--- src/rtl/aux_ctrl_pkg.sv ---
package aux_ctrl_pkg;

  typedef enum logic [2:0] {
    RG_CFG  = 3'd0,
    RG_DIAG = 3'd1,
    RG_MDM  = 3'd2,
    RG_LED  = 3'd3,
    RG_SYS  = 3'd4,
    RG_AUX1 = 3'd5,
    RG_AUX2 = 3'd6,
    RG_NONE = 3'd7
  } region_e;

  typedef enum logic [1:0] {
    SZ_BYTE = 2'd0,
    SZ_HALF = 2'd1,
    SZ_WORD = 2'd2,
    SZ_BAD  = 2'd3
  } size_e;

  localparam int NREG          = 7;
  localparam int CFG_PF_EN_BIT = 3;
  localparam int AUX1_TC_BIT   = 1;
  localparam int AUX2_OFF_BIT  = 0;
  localparam int AUX2_CLR_BIT  = 1;
  localparam int AUX2_PF_BIT   = 5;
  localparam int SYS_RST_BIT   = 0;
  localparam int SYS_STAT_BIT  = 1;

  function automatic size_e region_size(region_e r);
    case (r)
      RG_LED:  return SZ_HALF;
      RG_SYS:  return SZ_WORD;
      RG_NONE: return SZ_BAD;
      default: return SZ_BYTE;
    endcase
  endfunction

endpackage

--- src/rtl/aux_access_check.sv ---
module aux_access_check
  import aux_ctrl_pkg::*;
#(
  parameter int OFFS_W = 2
) (
  input  logic              req_i,
  input  logic              we_i,
  input  logic              blk_i,
  input  logic [2:0]        sel_i,
  input  logic [1:0]        size_i,
  input  logic [OFFS_W-1:0] offs_i,
  output logic [NREG-1:0]   wr_o,
  output logic              rd_o,
  output logic              err_o
);
  region_e rgn;
  logic    mapped, size_ok, offs_ok, legal;

  always_comb begin
    rgn     = region_e'(sel_i);
    mapped  = (rgn != RG_NONE);
    size_ok = (size_e'(size_i) == region_size(rgn));
    offs_ok = (offs_i == '0);
    legal   = req_i & mapped & size_ok & offs_ok;
    rd_o    = legal & ~we_i;
    err_o   = req_i & mapped & ~size_ok;
  end

  for (genvar g = 0; g < NREG; g++) begin : g_wr
    assign wr_o[g] = legal & we_i & ~blk_i & (sel_i == 3'(g));
  end

endmodule

--- src/rtl/aux_field_reg.sv ---
module aux_field_reg #(
  parameter int W    = 8,
  parameter bit KEEP = 1'b0
) (
  input  logic         clk_i,
  input  logic         rst_ni,
  input  logic         dev_rst_i,
  input  logic         en_i,
  input  logic [W-1:0] d_i,
  output logic [W-1:0] q_o
);
  logic clr;

  if (KEEP) begin : g_keep
    logic unused_dev;
    assign unused_dev = dev_rst_i;
    assign clr        = 1'b0;
  end else begin : g_clr
    assign clr = dev_rst_i;
  end

  always_ff @(posedge clk_i or negedge rst_ni) begin
    if (!rst_ni)   q_o <= '0;
    else if (clr)  q_o <= '0;
    else if (en_i) q_o <= d_i;
  end

endmodule

--- src/rtl/aux_pwr_ctrl.sv ---
module aux_pwr_ctrl
  import aux_ctrl_pkg::*;
(
  input  logic       clk_i,
  input  logic       rst_ni,
  input  logic       dev_rst_i,
  input  logic       pwr_fail_i,
  input  logic       en_nxt_i,
  input  logic       wr_i,
  input  logic [1:0] wd_i,
  output logic [7:0] aux2_o,
  output logic       pwr_off_o,
  output logic       irq_o
);
  logic pf_q, stat_q, off_q;
  logic stat_d, off_d;

  always_comb begin
    stat_d = stat_q;
    off_d  = off_q;
    if (wr_i) begin
      off_d = wd_i[AUX2_OFF_BIT];
      if (wd_i[AUX2_CLR_BIT]) stat_d = 1'b0;
    end
    // input edge is resolved after the bus write
    if (pwr_fail_i != pf_q) stat_d = pwr_fail_i & en_nxt_i;
    if (dev_rst_i) begin
      stat_d = 1'b0;
      off_d  = 1'b0;
    end
  end

  always_ff @(posedge clk_i or negedge rst_ni) begin
    if (!rst_ni) begin
      pf_q      <= 1'b0;
      stat_q    <= 1'b0;
      off_q     <= 1'b0;
      pwr_off_o <= 1'b0;
      irq_o     <= 1'b0;
    end else begin
      pf_q      <= pwr_fail_i;
      stat_q    <= stat_d;
      off_q     <= off_d;
      pwr_off_o <= wr_i & wd_i[AUX2_OFF_BIT];
      irq_o     <= stat_d & en_nxt_i;
    end
  end

  always_comb begin
    aux2_o               = '0;
    aux2_o[AUX2_OFF_BIT] = off_q;
    aux2_o[AUX2_PF_BIT]  = stat_q;
  end

endmodule

--- src/rtl/aux_ctrl_regs.sv ---
module aux_ctrl_regs
  import aux_ctrl_pkg::*;
#(
  parameter int OFFS_W = 2,
  parameter int DATA_W = 32
) (
  input  logic              clk_i,
  input  logic              rst_ni,
  input  logic              dev_rst_i,
  input  logic              req_i,
  input  logic              we_i,
  input  logic [2:0]        sel_i,
  input  logic [1:0]        size_i,
  input  logic [OFFS_W-1:0] offs_i,
  input  logic [DATA_W-1:0] wdata_i,
  output logic [DATA_W-1:0] rdata_o,
  output logic              err_o,
  input  logic              pwr_fail_i,
  output logic              irq_o,
  output logic              tc_o,
  output logic              pwr_off_o,
  output logic              rst_req_o
);
  localparam int BW = 8;
  localparam int HW = 16;

  logic [NREG-1:0] wr;
  logic            rd, err;
  logic [BW-1:0]   cfg_q, diag_q, mdm_q, aux1_q, aux2_q, sys_q, cfg_nxt;
  logic [HW-1:0]   led_q;
  logic [DATA_W-1:0] rd_val;
  logic            sys_set;
  logic            unused_hi;

  assign unused_hi = ^wdata_i[DATA_W-1:HW];

  aux_access_check #(.OFFS_W(OFFS_W)) u_dec (
    .req_i (req_i),
    .we_i  (we_i),
    .blk_i (dev_rst_i),
    .sel_i (sel_i),
    .size_i(size_i),
    .offs_i(offs_i),
    .wr_o  (wr),
    .rd_o  (rd),
    .err_o (err)
  );

  aux_field_reg #(.W(BW), .KEEP(1'b0)) u_cfg (
    .clk_i, .rst_ni, .dev_rst_i,
    .en_i(wr[RG_CFG]), .d_i(wdata_i[BW-1:0]), .q_o(cfg_q)
  );

  aux_field_reg #(.W(BW), .KEEP(1'b1)) u_diag (
    .clk_i, .rst_ni, .dev_rst_i,
    .en_i(wr[RG_DIAG]), .d_i(wdata_i[BW-1:0]), .q_o(diag_q)
  );

  aux_field_reg #(.W(BW), .KEEP(1'b0)) u_mdm (
    .clk_i, .rst_ni, .dev_rst_i,
    .en_i(wr[RG_MDM]), .d_i(wdata_i[BW-1:0]), .q_o(mdm_q)
  );

  aux_field_reg #(.W(HW), .KEEP(1'b1)) u_led (
    .clk_i, .rst_ni, .dev_rst_i,
    .en_i(wr[RG_LED]), .d_i(wdata_i[HW-1:0]), .q_o(led_q)
  );

  aux_field_reg #(.W(BW), .KEEP(1'b0)) u_aux1 (
    .clk_i, .rst_ni, .dev_rst_i,
    .en_i(wr[RG_AUX1]),
    .d_i (wdata_i[BW-1:0] & ~(BW'(1) << AUX1_TC_BIT)),
    .q_o (aux1_q)
  );

  assign sys_set = wr[RG_SYS] & wdata_i[SYS_RST_BIT];

  aux_field_reg #(.W(BW), .KEEP(1'b1)) u_sys (
    .clk_i, .rst_ni, .dev_rst_i,
    .en_i(sys_set), .d_i(BW'(1) << SYS_STAT_BIT), .q_o(sys_q)
  );

  always_comb begin
    if (dev_rst_i)         cfg_nxt = '0;
    else if (wr[RG_CFG])   cfg_nxt = wdata_i[BW-1:0];
    else                   cfg_nxt = cfg_q;
  end

  aux_pwr_ctrl u_pwr (
    .clk_i     (clk_i),
    .rst_ni    (rst_ni),
    .dev_rst_i (dev_rst_i),
    .pwr_fail_i(pwr_fail_i),
    .en_nxt_i  (cfg_nxt[CFG_PF_EN_BIT]),
    .wr_i      (wr[RG_AUX2]),
    .wd_i      (wdata_i[1:0]),
    .aux2_o    (aux2_q),
    .pwr_off_o (pwr_off_o),
    .irq_o     (irq_o)
  );

  always_comb begin
    rd_val = '0;
    case (region_e'(sel_i))
      RG_CFG:  rd_val = DATA_W'(cfg_q);
      RG_DIAG: rd_val = DATA_W'(diag_q);
      RG_MDM:  rd_val = DATA_W'(mdm_q);
      RG_LED:  rd_val = DATA_W'(led_q);
      RG_SYS:  rd_val = DATA_W'(sys_q);
      RG_AUX1: rd_val = DATA_W'(aux1_q);
      RG_AUX2: rd_val = DATA_W'(aux2_q);
      default: rd_val = '0;
    endcase
  end

  always_ff @(posedge clk_i or negedge rst_ni) begin
    if (!rst_ni) begin
      rdata_o   <= '0;
      err_o     <= 1'b0;
      tc_o      <= 1'b0;
      rst_req_o <= 1'b0;
    end else begin
      rdata_o   <= rd ? rd_val : '0;
      err_o     <= err;
      tc_o      <= wr[RG_AUX1] & wdata_i[AUX1_TC_BIT];
      rst_req_o <= sys_set;
    end
  end

endmodule

--- config.mk ---
export PLATFORM = sky130hd
export DESIGN_NAME = aux_ctrl_regs
export DESIGN_NICKNAME = d
export VERILOG_FILES = /design/src/rtl/aux_ctrl_pkg.sv /design/src/rtl/aux_access_check.sv /design/src/rtl/aux_field_reg.sv /design/src/rtl/aux_pwr_ctrl.sv /design/src/rtl/aux_ctrl_regs.sv
export SDC_FILE = /design/constraint.sdc
export NUM_CORES = 1
export LEC_CHECK = 0
export CAP_MARGIN = 30
export CORE_ASPECT_RATIO = 2
export CORE_MARGIN = 2
export CORE_UTILIZATION = 45
export DETAILED_ROUTE_END_ITERATION = 8
export GPL_ROUTABILITY_DRIVEN = 1
export PLACE_DENSITY = 0.76
export SLEW_MARGIN = 0
export SYNTH_ARGS = -nofsm -noshare
export SYNTH_HDL_FRONTEND = slang
export SYNTH_SLANG_ARGS = --single-unit
--- constraint.sdc ---
create_clock -name clk_i -period 1.1 [get_ports clk_i]
set_input_delay 0.275 -clock clk_i [delete_from_list [all_inputs] [get_ports clk_i]]
set_output_delay 0.275 -clock clk_i [all_outputs]
set_load 0.05 [all_outputs]
* Yosys cells after proc, flatten, opt, wreduce, memory -nomap -nowiden
Cells that the tools add are included.
** Word-level totals
- Word-level logic and storage cells :: 69
- Input port bits :: 45
- Bits in registers :: 89
** Cells by class
- Eq/ne operators :: 10
- Reduce and logical (&&, ||, !) cells :: 6
- Bitwise operators :: 22
- Muxes and demuxes :: 15
** Operator list (number)
- case mux 16 bit (7 select lines) :: 1
- two-way mux 8 bit :: 6
- two-way mux 32 bit :: 1
- AND 1 bit :: 19
- == test 3 bit, second input constant :: 4
- nonzero test 2 bit :: 4
- == test 3 x 2 -> 1 bit, second input constant :: 2
- two-way mux 1 bit :: 6
- case mux 2 bit (3 select lines) :: 1
- == test 3 x 1 -> 1 bit, second input constant :: 1
- zero test 3 bit :: 1
- inequality test 3 bit, second input constant :: 1
- NOT 1 bit :: 3
- == test 2 bit :: 1
- zero test 2 bit :: 1
- inequality test 1 bit :: 1

* Logic depth before layout (Yosys ltp)
- Word-level depth :: 14
- Depth in mapped cells :: 7

* Cells and area by module
Synthesis repeated with hierarchy kept, for this count alone.
** Unflattened totals
- Cell total of the unflattened synthesis :: 325
- Area, all modules :: 3998.8 um2
** Modules (own cells, without submodules)
- aux_ctrl_regs :: cells each 122, instances 1, seq. area each 475.5 um2, area each 1241.2 um2
- aux_field_reg (u_aux1 ...) :: cells each 26, instances 3, seq. area each 200.2 um2, area each 325.3 um2
- aux_field_reg (u_diag ...) :: cells each 17, instances 2, seq. area each 200.2 um2, area each 331.6 um2
- aux_field_reg (u_led) :: cells each 34, instances 1, seq. area each 400.4 um2, area each 649.4 um2
- aux_pwr_ctrl :: cells each 26, instances 1, seq. area each 125.1 um2, area each 270.3 um2
- aux_access_check :: cells each 31, instances 1, seq. area each 0.0 um2, area each 198.9 um2

* Least setup slack after synthesis
Ideal clock, no wire load.
- Kind :: input to register
- From :: in sel_i[2]
- To :: reg u_led.q_o[10]
- Path buffers :: 2
- Stages on the path :: 7
- Data arrival time :: 1.880 ns
- Setup slack :: -0.905 ns
- Data required time :: 0.975 ns
- Cell sequence :: buf_2 -> and3b_1 -> a211oi_2 -> a211oi_4 -> nand3_4 -> buf_6 -> mux2_4
** On the way
- Word-level cells in the longest chain between the ends :: 8
- Elaborated cells between the ends (all ways) :: 12
- Classes of those cells :: 5 x eq/ne; 1 x mux; 6 x bitwise
** Ends and longest elaborated chain
- from (decl) :: RTL line aux_ctrl_regs.sv:12 : input logic [2:0] sel_i,
- == test 3 bit or == test 3 x 2 -> 1 bit (tied branches) :: RTL line aux_ctrl_pkg.sv:31, aux_access_check.sv:30
- case mux 2 bit (3 select lines) :: RTL line aux_ctrl_pkg.sv:31 : case (r)
- == test 2 bit :: RTL line aux_access_check.sv:22 : size_ok = (size_e'(size_i) == region_size(rgn));
- AND 1 bit (2 in series) :: RTL line aux_access_check.sv:24 : legal = req_i & mapped & size_ok & offs_ok;
- AND 1 bit (2 in series) :: RTL line aux_access_check.sv:30 : assign wr_o[g] = legal & we_i & ~blk_i & (sel_i == 3'(g));
- AND 1 bit * :: RTL line aux_access_check.sv:30
- to (signal assigned) :: RTL line aux_field_reg.sv:25 : else if (en_i) q_o <= d_i;
- to (decl) :: RTL line aux_field_reg.sv:10 : output logic [W-1:0] q_o
Mark *: on every way between the ends. The rest lies on a longest branch, timed or not.
A chain may end at the register's enable or synchronous reset.

* Worst setup path in the final report
- From :: in sel_i[1]
- To :: reg u_led.q_o[11]
Same word-level chain as after synthesis.

==> metrics.txt <==
Num CTS Buffers=9; num rows=45; antenna violations before repair=0; # setup viols final=around 90; clock root cell=clkbuf_16; number of synthesized flops with an enable pin=0; Pleak=0.002396 uW; CP Cell Sequence=buf_12, nor4b_4, a211oi_4, a211oi_4, buf_6, nand3_4, buf_12, mux2_4; register area share after synthesis=0.5195; Initial DRT Pass Iterations=4; number of max-cap violations=0; Vias/cell=between 5 and 6; cell taking the most area after synthesis=dfrtp_1; remaining global-route overflow=0; DIE AREA=8468 sq um; H-tree level count=3; dpl cells=462; CTS tree=built; final core utilization=0.7027; first-pass GRT wire length=15.15 mm; Clock Tree Buf Depth=2; Syn Inst Count=295; initial drt markers=roughly 170; switching share of power=0.2602; nets@finish=~440; largest net degree at the start of global routing=27; power share of the sequential group=0.439; P_int=around 4500 uW; Slowest-stage cell, CP=nor4b_4; clk_skew=0.003163 ns; Total GRT Usage=0.2381; Clk Latency, worst-skew pair=0.33 ns; DRC=0; wire per inst=19.83 microns; Hold Violations, Final=0; Starting Density=0.4597; IO Pins=82; Hold WS=between 0.2 and 0.25 ns; GP Congestion=0.8915; area of the mapped netlist=3468 sq um; setup ws final=-0.5940 ns; Area Growth Syn to Fin=52.85%; Final ANT Viol Nets=0; Pins Over Slew Limit=0; Buffers on Ports=49; Worst Path Arrival=1.91 ns; Finished Layout Cells=between 400 and 500; DP HPWL=around 6.2 mm; sw power=1599 uW; failing checks=negative setup slack; CP Launch Type=input pin; most frequent cells after synthesis=72 x dfrtp_1, 31 x nor2_1, 22 x mux2_2, 22 x mux2i_1, 16 x buf_4; core area=7545 sq um; Die Wd=~66 microns; diode count=0; clock power share=0.432; most frequent cell after synthesis=dfrtp_1; Total Wirelength=9.855 mm; Worst Path Required=1.32 ns; crit-path max cell delay=0.32 ns; YS warnings=0; Power Dens Cells=1159 nW/um^2; VDD IR max=1.080 mV; CP max FO=7; Yosys reg bits=72; Area contributors post-synth=dfrtp_1 52%, mux2_2 7.1%, mux2i_1 6.3%; Setup CP Type=input pin to register; Reg clk slew, reported paths=about 0.06 ns; height of the die=128.2 microns; fin crit period=about 1.7 ns; Syn Area/Cell=11.76 sq um; area share of the largest cell type after synthesis=0.5195; Yosys cell types=46; asr flop ratio synth=1.000; status=finished, violations left; Comb pwr share=0.129; Buffers & Inverters on Critical Path=3; Hold/Removal Path Class=input pin to register; vias=2803; RSZ-0062 raised after global routing=yes; main flop type after synthesis=dfrtp_1; # clock sinks=72; share of cells above drive strength 1=0.4392; vias in the first global route=2984; cell family with the largest share of critical-path delay=buffers and inverters; max frequency=0.5903 GHz; period utilization=1.540; CP endpoint kind=register
[metrics by stage]
stage	power [uW]	area, sq um	setup WS [ns]	TNS (ns)
after global placement	3416	4602	-1.423	-87.81
after floorplan	3137	3645	-0.8504	-45.17
final	6145	5301	-0.5940	-33.65
after global routing	6372	5301	-0.6302	-37.33
after detailed placement	3432	4602	-1.443	-91.82
after CTS	6102	5127	-0.5549	-32.12
[worst paths after layout]
path                                             end  depth (start not counted)                     start  slack (ns)
setup / recovery           u_led.q_o[11]$_DFFE_PN0P_                          8                  sel_i[1]       -0.59
hold / removal                       err_o$_DFF_PN0_                          2                     req_i        0.24
setup reg to reg                rdata_o[5]$_DFF_PN0_                          3    u_pwr.stat_q$_DFF_PN0_       -0.20
hold reg to reg             u_sys.q_o[1]$_DFFE_PN0P_                          1  u_sys.q_o[1]$_DFFE_PN0P_        0.50
max in group asynchronous       rdata_o[5]$_DFF_PN0_                          3                    rst_ni        0.10
min in group asynchronous       u_pwr.pf_q$_DFF_PN0_                          2                    rst_ni        0.47
[placed cells by master, fill, tap and decap left out, types with 7 or more instances in the layout]
master	Yosys	layout
clkdlybuf4s50_1	0	17
nor2_1	31	21
mux2i_1	22	22
conb_1	1	16
dfrtp_1	72	72
and2_1	10	7
nand2b_1	7	7
nand3_1	11	11
clkbuf_16	0	9
o21ai_0	11	9
mux2_2	22	14
mux2_4	10	18
buf_12	0	29
nor2_4	0	8
buf_6	2	17
a21oi_1	12	8
buf_4	16	36
[power groups by stage]
stage	combinational [uW]	clock [uW]	sequential [uW]
finish	794	2650	2700
global route	837	2830	2700
CTS	734	2670	2700
detailed placement	686	0	2750
global placement	672	0	2740
floorplan	385	0	2750
[repair_timing]
item | CTS | global route
gates cloned | 1 | 1
pin swaps | 14 | 24
setup endpoints to repair | 92 | 92
buffers inserted | 12 | 8
hold buffers | 1 | 0
hold endpoints to repair | 12 | 0
resized for setup | 72 | 39
[cells by family after synthesis]
family | Yosys count | synth area share
simple gates | 84 | 0.1284
flops | 72 | 0.5195
buf+inv | 35 | 0.06133
other cells | 1 | 0.001081
mux | 55 | 0.1847
compound gates | 48 | 0.1050
[routing by layer]
metal	share of wire	routed length [microns]	GRT usage	vias to the layer above
met2	0.56	5563	0.4188	158
met3	0.050	493	0.03951	44
met4	0.047	467	0.1393	0
met1	0.34	3331	0.2599	1376
met5	0	0	0	-
li1	-	-	-	1225
[state kept, by name, summed over array words and instances (netlist names)]
| signal | flops |
|---|---|
| rdata_o | 16 |
| u_pwr.pwr_off_o | 1 |
| u_cfg.q_o | 8 |
| u_pwr.stat_q | 1 |
| rst_req_o | 1 |
| err_o | 1 |
| u_pwr.pf_q | 1 |
| u_mdm.q_o | 8 |
| u_led.q_o | 16 |
| u_sys.q_o | 1 |
| u_diag.q_o | 8 |
| u_aux1.q_o | 7 |
| u_pwr.irq_o | 1 |
| tc_o | 1 |
| u_pwr.off_q | 1 |
[final cells by class]
type	count	area [sq um]
Clock buffer	10	229.0
Inverter	2	7.507
Tap cell	94	117.6
Sequential cell	72	1802
Clock inverter	6	42.54
Multi-Input combinational cell	204	1782
Timing Repair Buffer	109	1321
Fill cell	496	2243
Note: power is estimated with default switching activity, not from simulation.
